**src/rtl/rom_sel_pkg.sv**
```systemverilog
package rom_sel_pkg;

    typedef enum logic [2:0] {
        ST_IDLE,
        ST_CMD,
        ST_READ,
        ST_MATCH,
        ST_SEARCH,
        ST_MEM
    } sel_st_e;

    typedef enum logic [1:0] {
        PH_BIT,
        PH_CMP,
        PH_DIR
    } srch_ph_e;

    localparam logic [7:0] CODE_READ   = 8'h33;
    localparam logic [7:0] CODE_MATCH  = 8'h55;
    localparam logic [7:0] CODE_SKIP   = 8'hCC;
    localparam logic [7:0] CODE_SEARCH = 8'hF0;

endpackage

```
**src/rtl/rom_sel_cmd_rx.sv**
```systemverilog
module rom_sel_cmd_rx #(
    parameter int CMD_W = 8
) (
    input  logic             clk,
    input  logic             rst_n,
    input  logic             clear,
    input  logic             shift_en,
    input  logic             bit_in,
    output logic             at_last,
    output logic [CMD_W-1:0] code
);
    localparam int CNT_W = $clog2(CMD_W);
    localparam logic [CNT_W-1:0] LAST = CNT_W'(CMD_W - 1);

    typedef struct packed {
        logic [CMD_W-2:0] sh;
        logic [CNT_W-1:0] cnt;
    } rx_t;

    rx_t q, d;

    always_comb begin
        d = q;
        if (clear) begin
            d.cnt = '0;
        end else if (shift_en) begin
            d.sh  = {bit_in, q.sh[CMD_W-2:1]};
            d.cnt = (q.cnt == LAST) ? '0 : q.cnt + 1'b1;
        end
    end

    always_ff @(posedge clk or negedge rst_n) begin
        if (!rst_n) q <= '0;
        else        q <= d;
    end

    assign at_last = (q.cnt == LAST);
    assign code    = {bit_in, q.sh};

    p_cnt_clear_r1: assert property (@(posedge clk) disable iff (!rst_n)
        clear |=> (q.cnt == '0));

endmodule

```
**src/rtl/rom_sel_id_bit.sv**
```systemverilog
module rom_sel_id_bit #(
    parameter int ID_W = 64
) (
    input  logic [ID_W-1:0]         id,
    input  logic [$clog2(ID_W)-1:0] idx,
    output logic                    bit_o
);
    logic [ID_W-1:0] hit;

    for (genvar g = 0; g < ID_W; g++) begin : g_hit
        assign hit[g] = (idx == ($clog2(ID_W))'(g)) & id[g];
    end

    assign bit_o = |hit;

endmodule

```
**src/rtl/rom_sel_top.sv**
```systemverilog
module rom_sel_top
    import rom_sel_pkg::*;
#(
    parameter int FAM_W = 8,
    parameter int SER_W = 48,
    parameter int CHK_W = 8,
    parameter logic [FAM_W-1:0] FAMILY_CODE = 8'h2C,
    parameter logic [SER_W-1:0] SERIAL_NUM  = 48'h5A3C_0F96_E1B7,
    parameter logic [CHK_W-1:0] CHECK_BYTE  = 8'hD4
) (
    input  logic clk,
    input  logic rst_n,
    input  logic rst_evt,
    input  logic bit_valid,
    input  logic bit_in,
    input  logic rd_slot,
    output logic tx_bit,
    output logic mem_en
);
    localparam int ID_W  = FAM_W + SER_W + CHK_W;
    localparam int IDX_W = $clog2(ID_W);
    localparam int CMD_W = $bits(CODE_READ);
    localparam logic [ID_W-1:0]  IDENT    = {CHECK_BYTE, SERIAL_NUM, FAMILY_CODE};
    localparam logic [IDX_W-1:0] IDX_LAST = IDX_W'(ID_W - 1);

    typedef struct packed {
        sel_st_e           st;
        srch_ph_e          ph;
        logic [IDX_W-1:0]  idx;
    } sel_t;

    sel_t q, d;

    logic             cmd_shift;
    logic             cmd_at_last;
    logic [CMD_W-1:0] cmd_code;
    logic             id_bit;
    logic             idx_last;

    assign cmd_shift = !rst_evt && bit_valid && (q.st == ST_CMD);
    assign idx_last  = (q.idx == IDX_LAST);

    rom_sel_cmd_rx #(.CMD_W(CMD_W)) u_cmd (
        .clk      (clk),
        .rst_n    (rst_n),
        .clear    (rst_evt),
        .shift_en (cmd_shift),
        .bit_in   (bit_in),
        .at_last  (cmd_at_last),
        .code     (cmd_code)
    );

    rom_sel_id_bit #(.ID_W(ID_W)) u_idb (
        .id    (IDENT),
        .idx   (q.idx),
        .bit_o (id_bit)
    );

    always_comb begin
        d = q;
        if (rst_evt) begin
            d.st  = ST_CMD;
            d.ph  = PH_BIT;
            d.idx = '0;
        end else begin
            unique case (q.st)
                ST_CMD: begin
                    if (bit_valid && cmd_at_last) begin
                        unique case (cmd_code)
                            CODE_READ:   d.st = ST_READ;
                            CODE_MATCH:  d.st = ST_MATCH;
                            CODE_SKIP:   d.st = ST_MEM;
                            CODE_SEARCH: d.st = ST_SEARCH;
                            default:     d.st = ST_IDLE;
                        endcase
                    end
                end
                ST_READ: begin
                    if (rd_slot) begin
                        if (idx_last) d.st  = ST_MEM;
                        else          d.idx = q.idx + 1'b1;
                    end
                end
                ST_MATCH: begin
                    if (bit_valid) begin
                        if (bit_in != id_bit) d.st  = ST_IDLE;
                        else if (idx_last)    d.st  = ST_MEM;
                        else                  d.idx = q.idx + 1'b1;
                    end
                end
                ST_SEARCH: begin
                    unique case (q.ph)
                        PH_BIT: if (rd_slot) d.ph = PH_CMP;
                        PH_CMP: if (rd_slot) d.ph = PH_DIR;
                        default: begin
                            if (bit_valid) begin
                                d.ph = PH_BIT;
                                if (bit_in != id_bit) d.st  = ST_IDLE;
                                else if (idx_last)    d.st  = ST_MEM;
                                else                  d.idx = q.idx + 1'b1;
                            end
                        end
                    endcase
                end
                default: ;
            endcase
        end
    end

    always_ff @(posedge clk or negedge rst_n) begin
        if (!rst_n) begin
            q.st  <= ST_IDLE;
            q.ph  <= PH_BIT;
            q.idx <= '0;
        end else begin
            q <= d;
        end
    end

    always_comb begin
        tx_bit = 1'b1;
        if (q.st == ST_READ) begin
            tx_bit = id_bit;
        end else if (q.st == ST_SEARCH) begin
            if (q.ph == PH_BIT)      tx_bit = id_bit;
            else if (q.ph == PH_CMP) tx_bit = !id_bit;
        end
    end

    assign mem_en = (q.st == ST_MEM);

    p_reset_wins_r1: assert property (@(posedge clk) disable iff (!rst_n)
        rst_evt |=> (!mem_en && tx_bit));

    p_mem_hold_r6: assert property (@(posedge clk) disable iff (!rst_n)
        (mem_en && !rst_evt) |=> mem_en);

    p_mem_after_event_r3: assert property (@(posedge clk) disable iff (!rst_n)
        $rose(mem_en) |-> $past(bit_valid || rd_slot));

    p_search_compl_r7: assert property (@(posedge clk) disable iff (!rst_n)
        (q.st == ST_SEARCH && q.ph == PH_BIT && rd_slot && !rst_evt)
            |=> (tx_bit == !$past(tx_bit)));

    p_idle_sticky_r8: assert property (@(posedge clk) disable iff (!rst_n)
        (q.st == ST_IDLE && !rst_evt) |=> (q.st == ST_IDLE && tx_bit));

endmodule

```
**config.mk**
```make
export PLATFORM = sky130hd
export DESIGN_NAME = rom_sel_top
export DESIGN_NICKNAME = d
export VERILOG_FILES = /design/src/rtl/rom_sel_pkg.sv /design/src/rtl/rom_sel_cmd_rx.sv /design/src/rtl/rom_sel_id_bit.sv /design/src/rtl/rom_sel_top.sv
export SDC_FILE = /design/constraint.sdc
export NUM_CORES = 1
export LEC_CHECK = 0
export ABC_AREA = 1
export BUFFER_PORTS_ARGS = -buffer_cell sky130_fd_sc_hd__buf_2
export CAP_MARGIN = 10
export CORE_UTILIZATION = 66
export DETAILED_ROUTE_END_ITERATION = 10
export MAX_ROUTING_LAYER = met4
export PLACE_DENSITY = 0.89
export SYNTH_ARGS = -nofsm -noshare
export SYNTH_HDL_FRONTEND = slang
export SYNTH_SLANG_ARGS = --single-unit
```
**constraint.sdc**
```tcl
create_clock -name clk -period 3.01 [get_ports clk]
set_input_delay 0.602 -clock clk [delete_from_list [all_inputs] [get_ports clk]]
set_output_delay 0.602 -clock clk [all_outputs]
set_load 0.1 [all_outputs]
```
==> results.yml <==
finish:
  nets: 267
  diodes: 0
  drive_above_1_share_pct: 17.7
  synthToLayoutAreaGrowth_pct: 5.07
die:
  core_region_area_sq_um: 2450
  num_rows: 18
  die_w_um: 52.8
  io_pins: 8
  dieArea_sq_um: 2790
  die_y_um: 52.8
  initial_core_util_pct: 69.4
routing:
  vias_per_cell: 5.51
  post_drt_wl_per_cell_um: 12.7
  first_iter_violations: 42
  num_vias: 1566
  drt_pass1_iterations: 4
  post-route-drc-count: 0
  ant_nets: 0
  wl_mm: 3.62
clock_tree:
  cts_root_buf: "clkbuf_4"
  clk_pin_slew_worst_paths_ps: 130
  cts_sinks: 21
  htreeDepth: 1
  cts_buffers: 3
  clk_latency_ps: 320
  cts_buffer_depth: 2
  cts_tree: "built"
global_route:
  grt_use_total_pct: 30.7
  antenna_found_initial: 0
  grt_overflow_total: 0
  grt_pass1_wl_mm: 5.93
  grt_max_degree: 22
  grt_pass1_vias: 1327
yosys:
  synth_top_area_share_pct: 30.8
  synthCells: 249
  synth_area_leaders: "dfrtp_1 (31%), nand2_1 (15%), nand3_1 (7.0%)"
  synth-seq-area-share_pct: 30.8
  syn_area_sq_um: 1700
  yosysWarnings: 0
  yosysTopAreaCell: "dfrtp_1"
  avgSynthCellArea_sq_um: 6.84
  synth.distinct_cells: 32
  synth_fp_nets: 261
  ys_ff_latch: 21
timing:
  slew_headroom_pct: 67.9
  fin_crit_ps: 2810
  setup-tns-final_ps: 0
  timing.hold.ws_ps: 213
  rsz0062_at_grt: "no"
  hold_viol: 0
  fin_crit_sh_pct: 93.2
  fmax_mhz: 356
  maxSlewViolCount: 0
  tightestPinTransition_ps: 485
  setup_viol: 0
  skew_ps: 8.13
setup_path:
  cp.required_ps: 2410
  path_class: "register to primary output"
  cp.arrival_ps: 2200
  worstPathMaxFanout: 5
  crit_path_end_kind: "primary output"
  worstSetupStartpointType: "register"
place:
  io_buffers: 7
  place.gp.congestion: 0.892
  dp_hpwl_mm: 2.81
pwr:
  power_density_nw_per_um2: 454
  peakVddDrop_mv: 0.447
  leakagePower_nw: 0.975
  total_power_w: 0.000812
outcome:
  status: "completed"
run:
  cap_violations: 0
worst_hold_path:
  hold_path.class: "primary input to asynchronous set/reset pin"
-- path summary, 6_finish.rpt --
| check | end | slack [ps] | from | depth (start not counted) |
|---|---|---|---|---|
| worst max-delay path | tx_bit | 200 | q[0] | 14 |
| worst min-delay path | q[7] | 210 | rst_n | 1 |
| worst max register to register | q[2] | 970 | q[0] | 16 |
| worst min register to register | u_cmd.q[2] | 530 | u_cmd.q[2] | 2 |
| max in group asynchronous | u_cmd.code[4] | 2470 | rst_n | 1 |
| min in group clk | u_cmd.q[2] | 530 | u_cmd.q[2] | 2 |
-- routing by layer --
layer | global-route usage [%] | vias up | share of wire [%]
met3 | 3.48 | 8 | 5.5
met2 | 47.5 | 45 | 47
met1 | 40.2 | 700 | 45
met5 | - | - | 0
met4 | 13.6 | 0 | 2.7
li1 | - | 813 | -
-- critical path, stage by stage (launching register included) --
cell and delay [ps]:
dfrtp_1 420, buf_4 150, ha_2 210, inv_1 90, nand2_1 50, nand2_1 60, nand2_1 50, nand2_1 60
nand3_1 110, nor2_4 130, nand2_2 100, o21ai_1 120, nand2_1 60, nand2_1 100, buf_12 180
-- flip-flops by register name (all words and copies together), names as in the netlist --
name,flops
q,11
u_cmd.code,7
u_cmd.q,3
-- timing repair --
item,in CTS,in global routing
setup endpoints to repair,1,1
gates resized for setup,1,9
buffers inserted,0,1
hold buffers,0,0
-- kinds of logic (layout without fill, tap and decap cells) --
family	count (synthesis)	after routing	share of synthesized area, %
flops	21	21	30.8
buf+inv	40	45	10.4
fa+ha+maj	6	6	4.41
xor+xnor	1	1	0.514
compound gates	27	27	8.88
simple gates	154	154	44.9
-- cell type report --
| cell class | instances | area, sq um |
|---|---|---|
| clock buffer | 3 | 22.5 |
| clock inverter | 1 | 5.00 |
| fill | 231 | 664 |
| inverter | 33 | 126 |
| multi-input combinational | 188 | 1020 |
| sequential | 21 | 526 |
| tap | 30 | 37.5 |
| timing repair buffer | 8 | 57.6 |
-- layout by cell type, fill, tap and decap left out, drive strengths merged --
| master | Yosys | final |
|---|---|---|
| a32o | 1 | 1 |
| ha | 6 | 6 |
| o211ai | 1 | 1 |
| dfrtp | 21 | 21 |
| buf | 5 | 8 |
| a21oi | 3 | 3 |
| a211oi | 1 | 1 |
| clkbuf | 2 | 3 |
| clkinv | 0 | 1 |
| nor3b | 2 | 2 |
| o31ai | 1 | 1 |
| nor4 | 3 | 3 |
| o22ai | 1 | 1 |
| inv | 33 | 33 |
| nor3 | 3 | 3 |
| o21a | 1 | 1 |
| o21ai | 18 | 18 |
| xor2 | 1 | 1 |
| nor2 | 34 | 34 |
| nand3 | 26 | 26 |
| nand2 | 78 | 78 |
| nand4 | 8 | 8 |
-- Yosys cell counts (all sizes together) --
cell    number
a21oi        3
xor2         1
nor2        34
ha           6
dfrtp       21
nand3       26
o21a         1
o211ai       1
inv         33
nor3         3
nand4        8
o21ai       18
a32o         1
buf          5
nor3b        2
a211oi       1
clkbuf       2
nand2       78
o31ai        1
nor4         3
o22ai        1
-- through the flow --
stage / worst slack (ps) / cell area [sq um] / util [%] / std cells
after floorplan: 300 / 1710 / - / 249
after global placement: 363 / 1730 / 70.5 / 279
after detailed placement: 295 / 1730 / 70.5 / 279
after CTS: 48.5 / 1760 / 71.7 / 283
after global routing: 12.9 / 1790 / 72.9 / 284
final: 204 / 1790 / 72.9 / 284
-- power by group --
part	switching [W]	internal [W]	leakage [nW]	total, W
Clock	0.0000927	0.0000498	0.0177	0.000142
Combinational	0.000180	0.0000916	0.675	0.000272
Sequential	0.0000570	0.000341	0.283	0.000398
Total	0.000330	0.000482	0.975	0.000812
Note: power is estimated with default switching activity, not from simulation.
